===== src/rtl/cascade_counter_pkg.sv =====
package cascade_counter_pkg;

    typedef enum logic [1:0] {
        MODE_HOLD  = 2'd0,
        MODE_COUNT = 2'd1,
        MODE_LOAD  = 2'd2,
        MODE_CLEAR = 2'd3
    } cnt_mode_e;

    typedef struct packed {
        logic load_n;
        logic cen_p;
        logic cen_t;
    } stage_ctl_t;

    // Fixed precedence: clear, load, count, hold.
    function automatic cnt_mode_e pick_mode(input logic clr, input stage_ctl_t c);
        if (clr)
            return MODE_CLEAR;
        else if (!c.load_n)
            return MODE_LOAD;
        else if (c.cen_p && c.cen_t)
            return MODE_COUNT;
        else
            return MODE_HOLD;
    endfunction

endpackage


===== src/rtl/cnt_mode_dec.sv =====
module cnt_mode_dec
    import cascade_counter_pkg::*;
#(
    parameter bit ASYNC_RST = 1'b0
) (
    input  logic       rst_n,
    input  stage_ctl_t ctl,
    output cnt_mode_e  mode
);
    // The asynchronous variant clears in the flop itself, so no clear mode is decoded here.
    logic clr_req;

    generate
        if (ASYNC_RST) begin : g_async
            assign clr_req = 1'b0;
        end else begin : g_sync
            assign clr_req = ~rst_n;
        end
    endgenerate

    assign mode = pick_mode(clr_req, ctl);

endmodule


===== src/rtl/cnt_nibble_stage.sv =====
module cnt_nibble_stage
    import cascade_counter_pkg::*;
#(
    parameter int W         = 4,
    parameter bit ASYNC_RST = 1'b0
) (
    input  logic         clk,
    input  logic         rst_n,
    input  cnt_mode_e    mode,
    input  logic [W-1:0] d,
    input  logic         cet,
    output logic [W-1:0] q,
    output logic         tc
);
    localparam logic [W-1:0] ALL_ONES = {W{1'b1}};
    localparam logic [W-1:0] ONE      = W'(1);

    logic [W-1:0] q_nxt;

    always_comb begin
        unique case (mode)
            MODE_CLEAR: q_nxt = '0;
            MODE_LOAD:  q_nxt = d;
            MODE_COUNT: q_nxt = q + ONE;
            default:    q_nxt = q;
        endcase
    end

    generate
        if (ASYNC_RST) begin : g_areg
            always_ff @(posedge clk or negedge rst_n) begin
                if (!rst_n) q <= '0;
                else        q <= q_nxt;
            end
        end else begin : g_sreg
            always_ff @(posedge clk) begin
                q <= q_nxt;
            end
        end
    endgenerate

    // Terminal count is combinational in the trickle enable.
    assign tc = cet & (q == ALL_ONES);

    AST_WRAP_TO_ZERO: assert property (@(posedge clk) disable iff (!rst_n)
        (mode == MODE_COUNT && q == ALL_ONES) |=> (q == '0));

    AST_LOAD_TAKES: assert property (@(posedge clk) disable iff (!rst_n)
        (mode == MODE_LOAD) |=> (q == $past(d)));

    AST_HOLD_KEEPS: assert property (@(posedge clk) disable iff (!rst_n)
        (mode == MODE_HOLD) |=> $stable(q));

    AST_STEP_ONE: assert property (@(posedge clk) disable iff (!rst_n)
        (mode == MODE_COUNT && q != ALL_ONES) |=> (q == $past(q) + ONE));

endmodule


===== src/rtl/cascade_counter.sv =====
module cascade_counter
    import cascade_counter_pkg::*;
#(
    parameter int STAGE_W   = 4,
    parameter int STAGES    = 2,
    parameter bit ASYNC_RST = 1'b0
) (
    input  logic                       clk,
    input  logic                       rst_n,
    input  logic                       load_n,
    input  logic                       cnt_en_p,
    input  logic                       cnt_en_t,
    input  logic [STAGE_W*STAGES-1:0]  data_in,
    output logic [STAGE_W*STAGES-1:0]  count_out,
    output logic                       carry_out
);
    localparam int TOTAL_W = STAGE_W * STAGES;

    logic [STAGES:0] trickle;

    assign trickle[0] = cnt_en_t;

    generate
        for (genvar i = 0; i < STAGES; i++) begin : g_stage
            stage_ctl_t ctl;
            cnt_mode_e  mode;

            assign ctl.load_n = load_n;
            assign ctl.cen_p  = cnt_en_p;
            assign ctl.cen_t  = trickle[i];

            cnt_mode_dec #(.ASYNC_RST(ASYNC_RST)) u_dec (
                .rst_n (rst_n),
                .ctl   (ctl),
                .mode  (mode)
            );

            cnt_nibble_stage #(.W(STAGE_W), .ASYNC_RST(ASYNC_RST)) u_stage (
                .clk   (clk),
                .rst_n (rst_n),
                .mode  (mode),
                .d     (data_in[i*STAGE_W +: STAGE_W]),
                .cet   (trickle[i]),
                .q     (count_out[i*STAGE_W +: STAGE_W]),
                .tc    (trickle[i+1])
            );
        end
    endgenerate

    assign carry_out = trickle[STAGES];

    AST_CARRY_AT_FULL: assert property (@(posedge clk) disable iff (!rst_n)
        carry_out |-> (cnt_en_t && count_out == {TOTAL_W{1'b1}}));

    AST_CHAIN_STEP: assert property (@(posedge clk) disable iff (!rst_n)
        (load_n && cnt_en_p && cnt_en_t) |=> (count_out == TOTAL_W'($past(count_out) + 1)));

endmodule


===== config.mk =====
export PLATFORM = sky130hd
export DESIGN_NAME = cascade_counter
export DESIGN_NICKNAME = d
export VERILOG_FILES = /design/src/rtl/cascade_counter_pkg.sv /design/src/rtl/cnt_mode_dec.sv /design/src/rtl/cnt_nibble_stage.sv /design/src/rtl/cascade_counter.sv
export SDC_FILE = /design/constraint.sdc
export NUM_CORES = 1
export LEC_CHECK = 0
export BUFFER_PORTS_ARGS = -buffer_cell sky130_fd_sc_hd__buf_4
export CORE_AREA = 2 2 39 41
export CTS_BUF_LIST = sky130_fd_sc_hd__clkbuf_4
export DETAILED_ROUTE_END_ITERATION = 8
export DIE_AREA = 0 0 41 43
export PLACE_DENSITY_LB_ADDON = 0.25
export SYNTH_ARGS = -nofsm -noshare
export SYNTH_HDL_FRONTEND = slang
export SYNTH_SLANG_ARGS = --single-unit

===== constraint.sdc =====
create_clock -name clk -period 3.3 [get_ports clk]
set_input_delay 0.495 -clock clk [delete_from_list [all_inputs] [get_ports clk]]
set_output_delay 0.495 -clock clk [all_outputs]
set_load 0.1 [all_outputs]

==> summary.txt <==
Run status
  – Status: finished clean

CTS
  – Root Buffer: clkbuf_4
  – CTS Buf Count: 3
  – H-tree levels: 1
  – Post-cts resize count: 0
  – CTS Hold Bufs: 0
  – Clock transition at the registers of the reported paths: 0.06 ns
  – # clock sinks: 8
  – Clock buffer depth: 2
  – CTS tree: done
  – Worst skew pair latency: 0.25 ns
  – Postcts setup bufs: 0

Drt
  – ANT nets after route: 0
  – WL/cell: 12.18 um
  – Routed wl met2: 436 um
  – WL met3: 50 um
  – DRC errors left: 0
  – DR top layer: met4
  – DRT iter0 DRCs: 6
  – Total number of vias: 380
  – M1 wire length: 463 um
  – Via density: 4.810
  – 1st-pass router iterations: 3
  – Detailed Route WL: 962 um

Yosys
  – Mapped Nets: 55
  – Synthesized area per cell: 11.45 sq um
  – Post-synth cell types: 17
  – Seq/Total Area, Yosys: 52.46%
  – YS warnings: 0
  – Synthesized area: 457.9 sq um
  – Flops & latches, synth: 8
  – Cell count after synthesis: 40

Final layout
  – Diodes inserted: 0
  – # fillers: 140
  – Largest Register: g_stage.u_stage.q
  – Share of layout cells above drive strength 1: 46.03%
  – Largest register FFs: 8
  – Area growth, synth to finish: 41.26%
  – # nets final: 80
  – Biggest regs: g_stage.u_stage.q (8)

Global routing
  – GRT Total Usage: 13.88%
  – First-pass GRT wire length: 1.545 mm
  – GRT Residual Overflow: 0
  – Largest net degree at the start of global routing: 9
  – Vias in the first global route: 375
  – Initial antenna violation count: 0

Placed design
  – IO buf count: 21
  – Pre-CTS setup slack: 1.576 ns
  – Detailed placement HPWL: 735.1 um
  – Final GP Congestion: 0.6839

Timing
  – Worst setup margin: 1.352 ns
  – Setup TNS: 0 ns
  – Slew @ Worst Pin: 0.5767 ns
  – Max Clock Skew: 0.0004136 ns
  – Fin. max-slew vios: 0
  – Max Freq: 0.5135 GHz
  – Final min period: 1.948 ns
  – Headroom to the max-slew limit: 61.47%
  – RSZ-0062 raised after global routing: false
  – Period utilization: 59.02%
  – Setup Viol. Count Final: 0
  – Hold Violations, Final: 0

Setup path
  – WP data arrival: 1.45 ns
  – Critical path endpoint category: output port
  – Setup Crit Path Kind: flop to output port
  – Startpoint types: flop
  – Crit Reg-Reg Startpoint: g_stage[0].u_stage.q[0]
  – RR Endpoint: g_stage[1].u_stage.q[0]
  – Reg2reg setup slack: 1.73 ns
  – CP max FO: 4
  – Reg2Reg Depth: 3
  – Worst Path Required: 2.80 ns

Worst hold path
  – Hold Crit Endpoint: g_stage[0].u_stage.q[2]
  – HP Start: data_in[2]
  – Hold Path Class: input port to flop
  – WHS Path Cells: 3

Floorplan
  – DIE AREA: 1763 sq um
  – # rows: 14
  – Die width: 41 um
  – Die Y: 43 um
  – Core ar.: 1384 sq um
  – Starting Density: 33.09%
  – # IOs: 22

Power
  – PwrDens: 461.4 nW/um^2
  – Worst vdd ir: 179.2 uV
  – Leak: 0.2821 nW
  – Overall power: 0.0002985 W

Flow run
  – Max-cap violations: 0
[report_power, final]
| group | internal, W | total (W) | switching [W] |
|---|---|---|---|
| sequential | 0.000121 | 0.000128 | 0.00000738 |
| clock | 0.0000416 | 0.0000739 | 0.0000324 |
| combinational | 0.0000261 | 0.0000962 | 0.0000701 |
[critical path, stage by stage (launching register included)]
cell and delay (ns):
edfxtp_1 0.38, ha_1 0.20, nand3_1 0.18, nor2_1 0.15
buf_4 0.30
[kinds of logic (layout without fill, tap and decap cells)]
family                   count (synthesis)  after routing  share of synthesized area, %
flip-flops                               8              8                         52.46
AND/OR/NAND/NOR                         15             15                         16.94
buffers and inverters                    2             25                         3.278
XOR/XNOR                                 4              4                         7.652
AO/OA/AOI/OAI                            9              9                         14.21
adder cells (fa/ha/maj)                  2              2                         5.464
[synthesized netlist by cell type, drive strengths merged]
| master | instances | area (sq um) |
|---|---|---|
| a22o | 3 | 30.03 |
| nand2 | 6 | 22.52 |
| xnor2 | 2 | 17.52 |
| o211ai | 1 | 7.510 |
| inv | 1 | 3.750 |
| nand3 | 4 | 20.02 |
| nor2b | 1 | 6.260 |
| xor2 | 2 | 17.52 |
| o21ai | 4 | 20.02 |
| ha | 2 | 25.02 |
| nor2 | 2 | 10.01 |
| nand4 | 2 | 18.77 |
| edfxtp | 8 | 240.2 |
| o31ai | 1 | 7.510 |
| buf | 1 | 11.26 |
[cells in the final DEF (no fill, tap or decap)]
cell type,instances
a22o_2,3
buf_4,21
clkbuf_4,3
edfxtp_1,8
ha_1,2
inv_1,1
nand2_1,6
nand3_1,4
nand4_1,1
nand4_2,1
nor2_1,1
nor2_2,1
nor2b_1,1
o211ai_1,1
o21ai_0,4
o31ai_1,1
xnor2_1,2
xor2_1,2
[stage by stage]
step / utilization, % / std cells / area [sq um] / hold slack [ns]
6_report: 46.75 / 79 / 646.9 / 0.5199
5_1_grt: 46.75 / 79 / 646.9 / 0.5253
4_1_cts: 46.75 / 79 / 646.9 / 0.5100
3_5_place_dp: 45.12 / 76 / 624.3 / 0.6572
3_3_place_gp: 45.12 / 76 / 624.3 / 0.6474
2_1_floorplan: - / 40 / 457.9 / 0.6804
[worst max path at each step]
| stage | from | to | slack (ns) |
|---|---|---|---|
| floorplan | g_stage[0].u_stage.q[0] | carry_out | 0.05 |
| global placement | g_stage[0].u_stage.q[0] | carry_out | 1.65 |
| detailed placement | g_stage[0].u_stage.q[0] | carry_out | 1.58 |
| finish | g_stage[0].u_stage.q[0] | carry_out | 1.35 |
| CTS | g_stage[0].u_stage.q[0] | carry_out | 1.32 |
| global route | g_stage[0].u_stage.q[0] | carry_out | 1.24 |
[layer usage]
metal,up-vias,track usage (%)
li1,197,-
met5,-,0
met2,10,18.44
met1,171,17.88
met3,2,4.712
met4,0,10.00
[layout make-up]
| type | count | area, sq um | share of cell area [%] |
|---|---|---|---|
| Clock buffer | 3 | 22.52 | 3.482 |
| Inverter | 1 | 3.754 | 0.5803 |
| Multi-Input combinational cell | 30 | 202.7 | 31.33 |
| Sequential cell | 8 | 240.2 | 37.14 |
| Tap cell | 16 | 20.02 | 3.095 |
| Timing Repair Buffer | 21 | 157.7 | 24.37 |
Note: power is estimated with default switching activity, not from simulation.
